--- src/rtl/amrs_pkg.sv ---
package amrs_pkg;

  typedef enum logic [2:0] {
    S_IDLE = 3'd0,
    S_ADDR = 3'd1,
    S_SEL  = 3'd2,
    S_DRV  = 3'd3,
    S_REL  = 3'd4,
    S_TURN = 3'd5
  } amrs_state_e;

  // Device index held in the top bits of a full address.
  function automatic int unsigned dev_of(input logic [31:0] addr,
                                         input int unsigned addr_w,
                                         input int unsigned sel_w);
    return int'(addr >> (addr_w - sel_w)) & ((1 << sel_w) - 1);
  endfunction

  // Clock edges from accepting a request until the next one can be accepted.
  function automatic int unsigned cycle_len(input int unsigned t_aa,
                                            input int unsigned t_oe);
    return 4 + t_aa + t_oe;
  endfunction

  function automatic int unsigned max2(input int unsigned a, input int unsigned b);
    return (a > b) ? a : b;
  endfunction

endpackage

--- src/rtl/amrs_phase_timer.sv ---
module amrs_phase_timer #(
  parameter int CNT_W = 4
) (
  input  logic             clk,
  input  logic             rst_n,
  input  logic             load_i,
  input  logic [CNT_W-1:0] load_val_i,
  output logic             last_o
);
  logic [CNT_W-1:0] cnt_q;

  always_ff @(posedge clk or negedge rst_n) begin
    if (!rst_n)             cnt_q <= '0;
    else if (load_i)        cnt_q <= load_val_i;
    else if (cnt_q != '0)   cnt_q <= cnt_q - 1'b1;
  end

  assign last_o = (cnt_q == CNT_W'(1));
endmodule

--- src/rtl/amrs_dev_decode.sv ---
module amrs_dev_decode #(
  parameter int SEL_W = 2,
  localparam int NDEV = 1 << SEL_W
) (
  input  logic [SEL_W-1:0] idx_i,
  input  logic             en_i,
  output logic [NDEV-1:0]  ce_n_o
);
  for (genvar g = 0; g < NDEV; g++) begin : g_dev
    assign ce_n_o[g] = !(en_i && (idx_i == SEL_W'(g)));
  end
endmodule

--- src/rtl/amrs_read_seq.sv ---
module amrs_read_seq
  import amrs_pkg::*;
#(
  parameter int ADDR_W = 10,
  parameter int DATA_W = 8,
  parameter int SEL_W  = 2,
  parameter int T_AA   = 5,
  parameter int T_OE   = 2,
  localparam int MA_W  = ADDR_W - SEL_W,
  localparam int NDEV  = 1 << SEL_W,
  localparam int CNT_W = $clog2(max2(T_AA, T_OE) + 1)
) (
  input  logic              clk,
  input  logic              rst_n,
  input  logic              req_i,
  input  logic [ADDR_W-1:0] addr_i,
  output logic              busy_o,
  output logic              done_o,
  output logic [DATA_W-1:0] rdata_o,
  output logic [MA_W-1:0]   mem_addr_o,
  output logic [NDEV-1:0]   mem_ce_n_o,
  output logic              mem_oe_n_o,
  input  logic [DATA_W-1:0] mem_dq_i
);
  amrs_state_e state_q, state_d;
  logic [ADDR_W-1:0] addr_q;
  logic [DATA_W-1:0] rdata_q;
  logic              done_q;

  // Named internal events, also used by the checker.
  logic accept, phase_last, aa_done, oe_done, tmr_load, ce_on, oe_on;
  logic [CNT_W-1:0] tmr_val;

  assign accept   = req_i && (state_q == S_IDLE);
  assign aa_done  = (state_q == S_SEL) && phase_last;
  assign oe_done  = (state_q == S_DRV) && phase_last;
  assign tmr_load = (state_q == S_ADDR) || aa_done;
  assign tmr_val  = (state_q == S_ADDR) ? CNT_W'(T_AA) : CNT_W'(T_OE);
  assign ce_on    = (state_q == S_SEL) || (state_q == S_DRV) || (state_q == S_REL);
  assign oe_on    = (state_q == S_DRV);

  amrs_phase_timer #(.CNT_W(CNT_W)) u_timer (
    .clk       (clk),
    .rst_n     (rst_n),
    .load_i    (tmr_load),
    .load_val_i(tmr_val),
    .last_o    (phase_last)
  );

  always_comb begin
    state_d = state_q;
    unique case (state_q)
      S_IDLE: if (accept)   state_d = S_ADDR;
      S_ADDR:               state_d = S_SEL;
      S_SEL:  if (aa_done)  state_d = S_DRV;
      S_DRV:  if (oe_done)  state_d = S_REL;
      S_REL:                state_d = S_TURN;
      S_TURN:               state_d = S_IDLE;
      default:              state_d = S_IDLE;
    endcase
  end

  always_ff @(posedge clk or negedge rst_n) begin
    if (!rst_n) begin
      state_q <= S_IDLE;
      addr_q  <= '0;
      rdata_q <= '0;
      done_q  <= 1'b0;
    end else begin
      state_q <= state_d;
      done_q  <= oe_done;
      if (accept)  addr_q  <= addr_i;
      if (oe_done) rdata_q <= mem_dq_i;
    end
  end

  amrs_dev_decode #(.SEL_W(SEL_W)) u_dec (
    .idx_i (addr_q[ADDR_W-1:MA_W]),
    .en_i  (ce_on),
    .ce_n_o(mem_ce_n_o)
  );

  assign mem_oe_n_o = !oe_on;
  assign mem_addr_o = addr_q[MA_W-1:0];
  assign busy_o     = (state_q != S_IDLE);
  assign done_o     = done_q;
  assign rdata_o    = rdata_q;
endmodule

--- config.mk ---
export PLATFORM = sky130hd
export DESIGN_NAME = amrs_read_seq
export DESIGN_NICKNAME = d
export VERILOG_FILES = /design/src/rtl/amrs_pkg.sv /design/src/rtl/amrs_phase_timer.sv /design/src/rtl/amrs_dev_decode.sv /design/src/rtl/amrs_read_seq.sv
export SDC_FILE = /design/constraint.sdc
export NUM_CORES = 1
export LEC_CHECK = 0
export ABC_AREA = 1
export BUFFER_PORTS_ARGS = -buffer_cell sky130_fd_sc_hd__buf_2
export CELL_PAD_IN_SITES_DETAIL_PLACEMENT = 2
export CELL_PAD_IN_SITES_GLOBAL_PLACEMENT = 2
export CORE_ASPECT_RATIO = 0.75
export CORE_MARGIN = 4
export CORE_UTILIZATION = 29
export CTS_CLUSTER_DIAMETER = 30
export DETAILED_ROUTE_END_ITERATION = 8
export PLACE_DENSITY = 0.84
export SYNTH_ARGS = -nofsm -noshare
export SYNTH_HDL_FRONTEND = slang
export SYNTH_HIERARCHICAL = 1
export SYNTH_SLANG_ARGS = --single-unit
--- constraint.sdc ---
create_clock -name clk -period 2.2 [get_ports clk]
set_clock_uncertainty 0.2 [all_clocks]
set_input_delay 0.22 -clock clk [delete_from_list [all_inputs] [get_ports clk]]
set_output_delay 0.22 -clock clk [all_outputs]
set_load 0.005 [all_outputs]
# Word-level counts from Yosys, hierarchy flattened
# Cells that the tools add are included.
[word_totals] register_bits=25 in_bits=21 elab_cells=45
[op_classes] n_addsub=1 n_eq_ne=11 muxes=7 reduce_logical=21
[op_table] cell="$mux W3" n=6
[op_table] cell="$pmux W3 S5" n=1
[op_table] cell="$logic_and A1 B1 Y1" n=7
[op_table] cell="$eq A3 B1 Y1 const B" n=2
[op_table] cell="$eq A3 B2 Y1 const B" n=2
[op_table] cell="$ne A2 B2 Y1 const B" n=3
[op_table] cell="$reduce_bool A3 Y1" n=2
[op_table] cell="$logic_not A1 Y1" n=5
[op_table] cell="$eq A2 B2 Y1 const B" n=2
[op_table] cell="$eq A3 B3 Y1 const B" n=1
[op_table] cell="$logic_not A3 Y1" n=1
[op_table] cell="$logic_or A1 B1 Y1" n=3
[op_table] cell="$reduce_and A3 Y1" n=1
[op_table] cell="$sub A3 B1 Y3 const B" n=1
[op_table] cell="$eq A2 B1 Y1 const B" n=1
[op_table] cell="$logic_not A2 Y1" n=1
[op_table] cell="$reduce_bool A2 Y1" n=1

# Longest topological paths before layout
[logic_depth] word_depth=5 depth_mapped=10

# By module
# Netlist, hierarchy kept.
[by_module_without_submodules] module="amrs_read_seq" n_inst=1 cells_per_inst=116 area_per_inst_um2=1127.3 seq_area_each_um2=550.5
[by_module_without_submodules] module="amrs_phase_timer" n_inst=1 cells_per_inst=32 area_per_inst_um2=217.7 seq_area_each_um2=75.1
[by_module_without_submodules] module="amrs_dev_decode" n_inst=1 cells_per_inst=7 area_per_inst_um2=30.0 seq_area_each_um2=0.0

# Worst setup path after synthesis
# Ideal clock, no wire load.
[synth_timing] path_kind="reg2reg" from="reg u_timer.cnt_q[1]" to="reg u_timer.cnt_q[1]" arrival_time_ns=1.308 slack_ns=0.576 stages_incl_launch_ff=10 n_path_buf=0 synth_period_minus_slack_ns=1.624 cell_sequence="dfrtp_1 > inv_1 > ha_1 > inv_1 > nor2_1 > nand3_1 > nand2_1 > o21ai_0 > nand2_1 > nand2_1"
[synth_between] elab_chain_len=4 elab_cells_between_ends=8 classes_between="add/sub: 1; eq/ne: 1; mux: 2; reduce/logical: 4"
[synth_lines] item="from (decl)" line_no="amrs_phase_timer.sv:10" text="logic [CNT_W-1:0] cnt_q;"
[synth_lines] item="from (signal assigned)" line_no="amrs_phase_timer.sv:14" text="else if (load_i) cnt_q <= load_val_i;"
[synth_lines] item="from (signal assigned)" line_no="amrs_phase_timer.sv:15" text="else if (cnt_q != '0) cnt_q <= cnt_q - 1'b1;"
[synth_lines] item="$eq A3 B1 Y1 *" line_no="amrs_phase_timer.sv:18" text="assign last_o = (cnt_q == CNT_W'(1));"
[synth_lines] item="net phase_last" line_no="amrs_read_seq.sv:31" text="logic accept, phase_last, aa_done, oe_done, tmr_load, ce_on, oe_on;"
[synth_lines] item="$logic_and A1 B1 Y1 *" line_no="amrs_read_seq.sv:35" text="assign aa_done = (state_q == S_SEL) && phase_last;"
[synth_lines] item="$logic_or A1 B1 Y1 *" line_no="amrs_read_seq.sv:37" text="assign tmr_load = (state_q == S_ADDR) || aa_done;"
[synth_lines] item="net tmr_load" line_no="amrs_read_seq.sv:31"
[synth_lines] item="$mux W3 / $reduce_bool A2 Y1 (equally long branches)"
# The timed path passes the listed nets; every way through them passes the cells marked *. The select of a mux whose other input is x is not followed.
# A chain may end at the register's enable or synchronous reset.

# Worst setup path after layout
[layout_timing] from="reg u_timer.cnt_q[1]" to="reg u_timer.cnt_q[0]"
# Same word-level chain as after synthesis.

==> impl_metrics.yaml <==
status:
  run_status: "complete, but fails checks"
  violations: "hold timing"
global_route:
  use_met1_pct: 18.4
  grt_usage_pct: 15.1
  grtUsageMet2_pct: 27.9
  first_global_vias: 1317
  grt.busiest_layer: "met2"
  grt_antenna_before_repair: 0
  grt.met3_usage_pct: 3.41
  maximum_number_of_pins_on_one_net_before_global_route_repair: 26
  grt_first_pass_wirelength_um: 6870
  global_route_congestion_overflow_total: 0
sta:
  timing_worst_slew_pin_value_ps: 583
  rsz0062_at_grt: "no"
  finalCriticalPeriod_ps: 2000
  layout_worst_path_cycle_share_pct: 91.1
  hold-worst-slack_ps: -5.90
  drv_slew: 0
  final_hold_viol_count: 1
  finalSetupViolations: 0
  fin_ws_ps: 196
  timing.setup.tns_ps: 0
  timing.fmax_mhz: 499
  relSlewSlack_pct: 61.2
floorplanning:
  dieHeight_um: 67.6
  core_footprint_mm2: 0.00452
  io_pins: 44
  core.rowCount: 21
  die_x_um: 87.5
  dieArea_mm2: 0.00592
  start_util_pct: 30.4
routing:
  vias_per_cell: 4.47
  antenna_left: 0
  drt_wl_total_um: 4140
  drc_errors: 0
  wire_per_inst_um: 15.6
  vias: 1184
  initial_drc_count: 26
  drt_pre_antenna_iters: 4
power:
  leakage_uw: 0.000952
  pwr_density_cell_mw_per_mm2: 1290
  irDropWorstVdd_uv: 458
critical_path:
  crit_fanout: 8
  max_stage_delay_ps: 390
  crit_required_ps: 2220
  critical_path.slowest_cell: "dfrtp_1"
  worst_setup_path_start_kind: "flip-flop"
  crit_top_cell: "nand2_1"
  worstSetupPathType: "reg2reg"
  setup.worst_path.end_class: "flip-flop"
  timing.critical_path.cells: "inv_1 > ha_1 > inv_1 > nor2_1 > nand3_1 > nand2_1 > nand2_1 > o21ai_0 > nand2_1 > nand2_1"
  cp_data_arrival_time_ps: 2020
synthesis:
  syn-cell-area_mm2: 0.00138
  postSynthRegisterBits: 25
  syn_nets: 179
  dominantRegCellSynth: "dfrtp_1"
  post_synth_inst_count: 155
  ys.warnings.count: 6
  fraction_of_synthesized_cell_area_taken_by_the_top_area_cell_type_pct: 45.5
  synth.top_cells.by_area: "dfrtp_1 45%, nand2_1 10%, nand2_2 8.2%"
  synth_async_sr_flop_share_pct: 100
  synth_cell_type_count: 19
  number_of_enable_flip_flop_cells_after_synthesis: 0
  post_synth.cell_area_avg_um2: 8.87
  synth_top_area_cell: "dfrtp_1"
  ys_seq_area_share_pct: 45.5
cells_and_area:
  number_of_antenna_repair_diodes: 0
  design_area_mm2: 0.00179
  nets: 233
  post_route_cells_drive_above_1_share_pct: 38.9
  syn2layout_area_growth_pct: 29.9
placement:
  pre_cts_slack_ps: 257
  post-dp-hpwl_um: 2790
  area_of_placed_instances_mm2: 0.00156
  io_buffers: 43
  finalWeightedCongestion: 0.739
clock_network:
  insertion_delay_ps: 280
  ctsRootBufferMaster: "clkbuf_8"
  clock_sinks: 25
  cts_max_path_buffers: 2
  tritoncts.num_buffers: 3
  cts_tree: "built"
  path_clk_slew_ps: 100
  post-cts-setup-buffer-count: 0
  number_of_levels_in_the_clock_h_tree: 1
hold_path:
  hold_path_class: "in2reg"
job:
  cap_viol_max_count: 0
-- metrics by stage --
stage               hold WS, ps  power, uW  util, %  cells
floorplan                  -276       1690        -    155
global placement           54.2       1890     34.4    243
detailed placement         57.1       1970     34.4    243
CTS                        1.63       2320     39.5    265
global route               10.4       2520     39.5    265
finish                    -5.90       2300     39.5    265
-- worst max-delay path: cells and delay by family (launching register included) --
family	cells	cell delay, ps
buffers and inverters	2	140
AOI/OAI and AO/OA	1	90
adders and majority gates	1	150
DFF	1	390
and+or+nand+nor	6	970
-- cell usage in the layout (no fill, tap or decap) --
master         synthesis  layout
a21oi_1                2       2
nand4_4                1       1
clkbuf_8               0       3
inv_6                  1       1
o21ai_0                3       2
nand2_1               38      38
inv_4                  1       1
nand3_1               10      10
buf_2                  0      43
dfrtp_2                0       1
nand3b_1               1       1
nand4_1                1       1
o21ai_2               10      10
dlygate4sd3_1          0      18
ha_1                   3       3
nand3_4                1       1
clkinvlp_4             0       1
dfrtp_1               25      24
nor2_1                 5       5
o21ai_1                0       1
nor2_8                 1       1
inv_1                 22      22
nand2_2               18      18
-- layout make-up --
| class | count | area [um^2] |
|---|---|---|
| multi-input combinational | 94 | 547 |
| sequential | 25 | 627 |
| clock buffer | 3 | 41.3 |
| fill | 527 | 2730 |
| tap | 57 | 71.3 |
| timing repair buffer | 61 | 395 |
| inverter | 24 | 97.6 |
| clock inverter | 1 | 7.51 |
-- Yosys cell counts (2+ instances only) --
library cell	number
nand2_1	38
o21ai_2	10
ha_1	3
buf_4	8
buf_6	4
dfrtp_1	25
nor2_1	5
a21oi_1	2
o21ai_0	3
nand2_2	18
inv_1	22
nand3_1	10
-- state kept, by name (all words and copies together) (netlist names) --
| name | flops |
|---|---|
| addr_q | 10 |
| done_o | 1 |
| rdata_o | 8 |
| state_q | 3 |
| u_timer/cnt_q | 3 |
-- layer usage --
| metal | share of wire [%] | vias to the layer above | wire length (um) |
|---|---|---|---|
| li1 | - | 574 | - |
| met3 | 4.0 | 2 | 164 |
| met5 | 0 | - | 0 |
| met1 | 43 | 585 | 1760 |
| met4 | 0.41 | 0 | 17 |
| met2 | 53 | 23 | 2190 |
-- cells by family (layout without fill, tap and decap cells) --
kind of cell	after synthesis	count (layout)	synth area share, %
buffers and inverters	36	89	14.7
AOI/OAI and AO/OA	15	15	8.19
adders and majority gates	3	3	2.73
and+or+nand+nor	76	76	28.8
DFF	25	25	45.5
-- worst paths after layout --
path	startpoint	endpoint	slack, ps	cells past startpoint
hold reg to reg	u_timer/cnt_q[1]	u_timer/cnt_q[1]	290	2
max in group asynchronous	rst_n	state_q[1]	1120	2
min in group asynchronous	rst_n	rdata_o[4]	270	2
hold / removal	addr_i[5]	addr_q[5]	-6	3
setup / recovery	u_timer/cnt_q[1]	u_timer/cnt_q[0]	200	10
setup reg to reg	u_timer/cnt_q[1]	u_timer/cnt_q[0]	200	10
-- timing repair --
action / 4_1_cts / 5_1_grt
resized for setup: 1 / 1
setup endpoints to repair: 1 / 3
hold endpoints to repair: 42 / 0
hold buffers: 18 / 0
gates cloned: 0 / 0
-- report_power, final --
| part | total, uW | switching (uW) | internal, uW |
|---|---|---|---|
| logic | 1110 | 655 | 459 |
| registers | 896 | 217 | 680 |
| clock network | 289 | 160 | 129 |
| total | 2300 | 1030 | 1270 |
No activity file was read; power rests on OpenSTA's default activity.
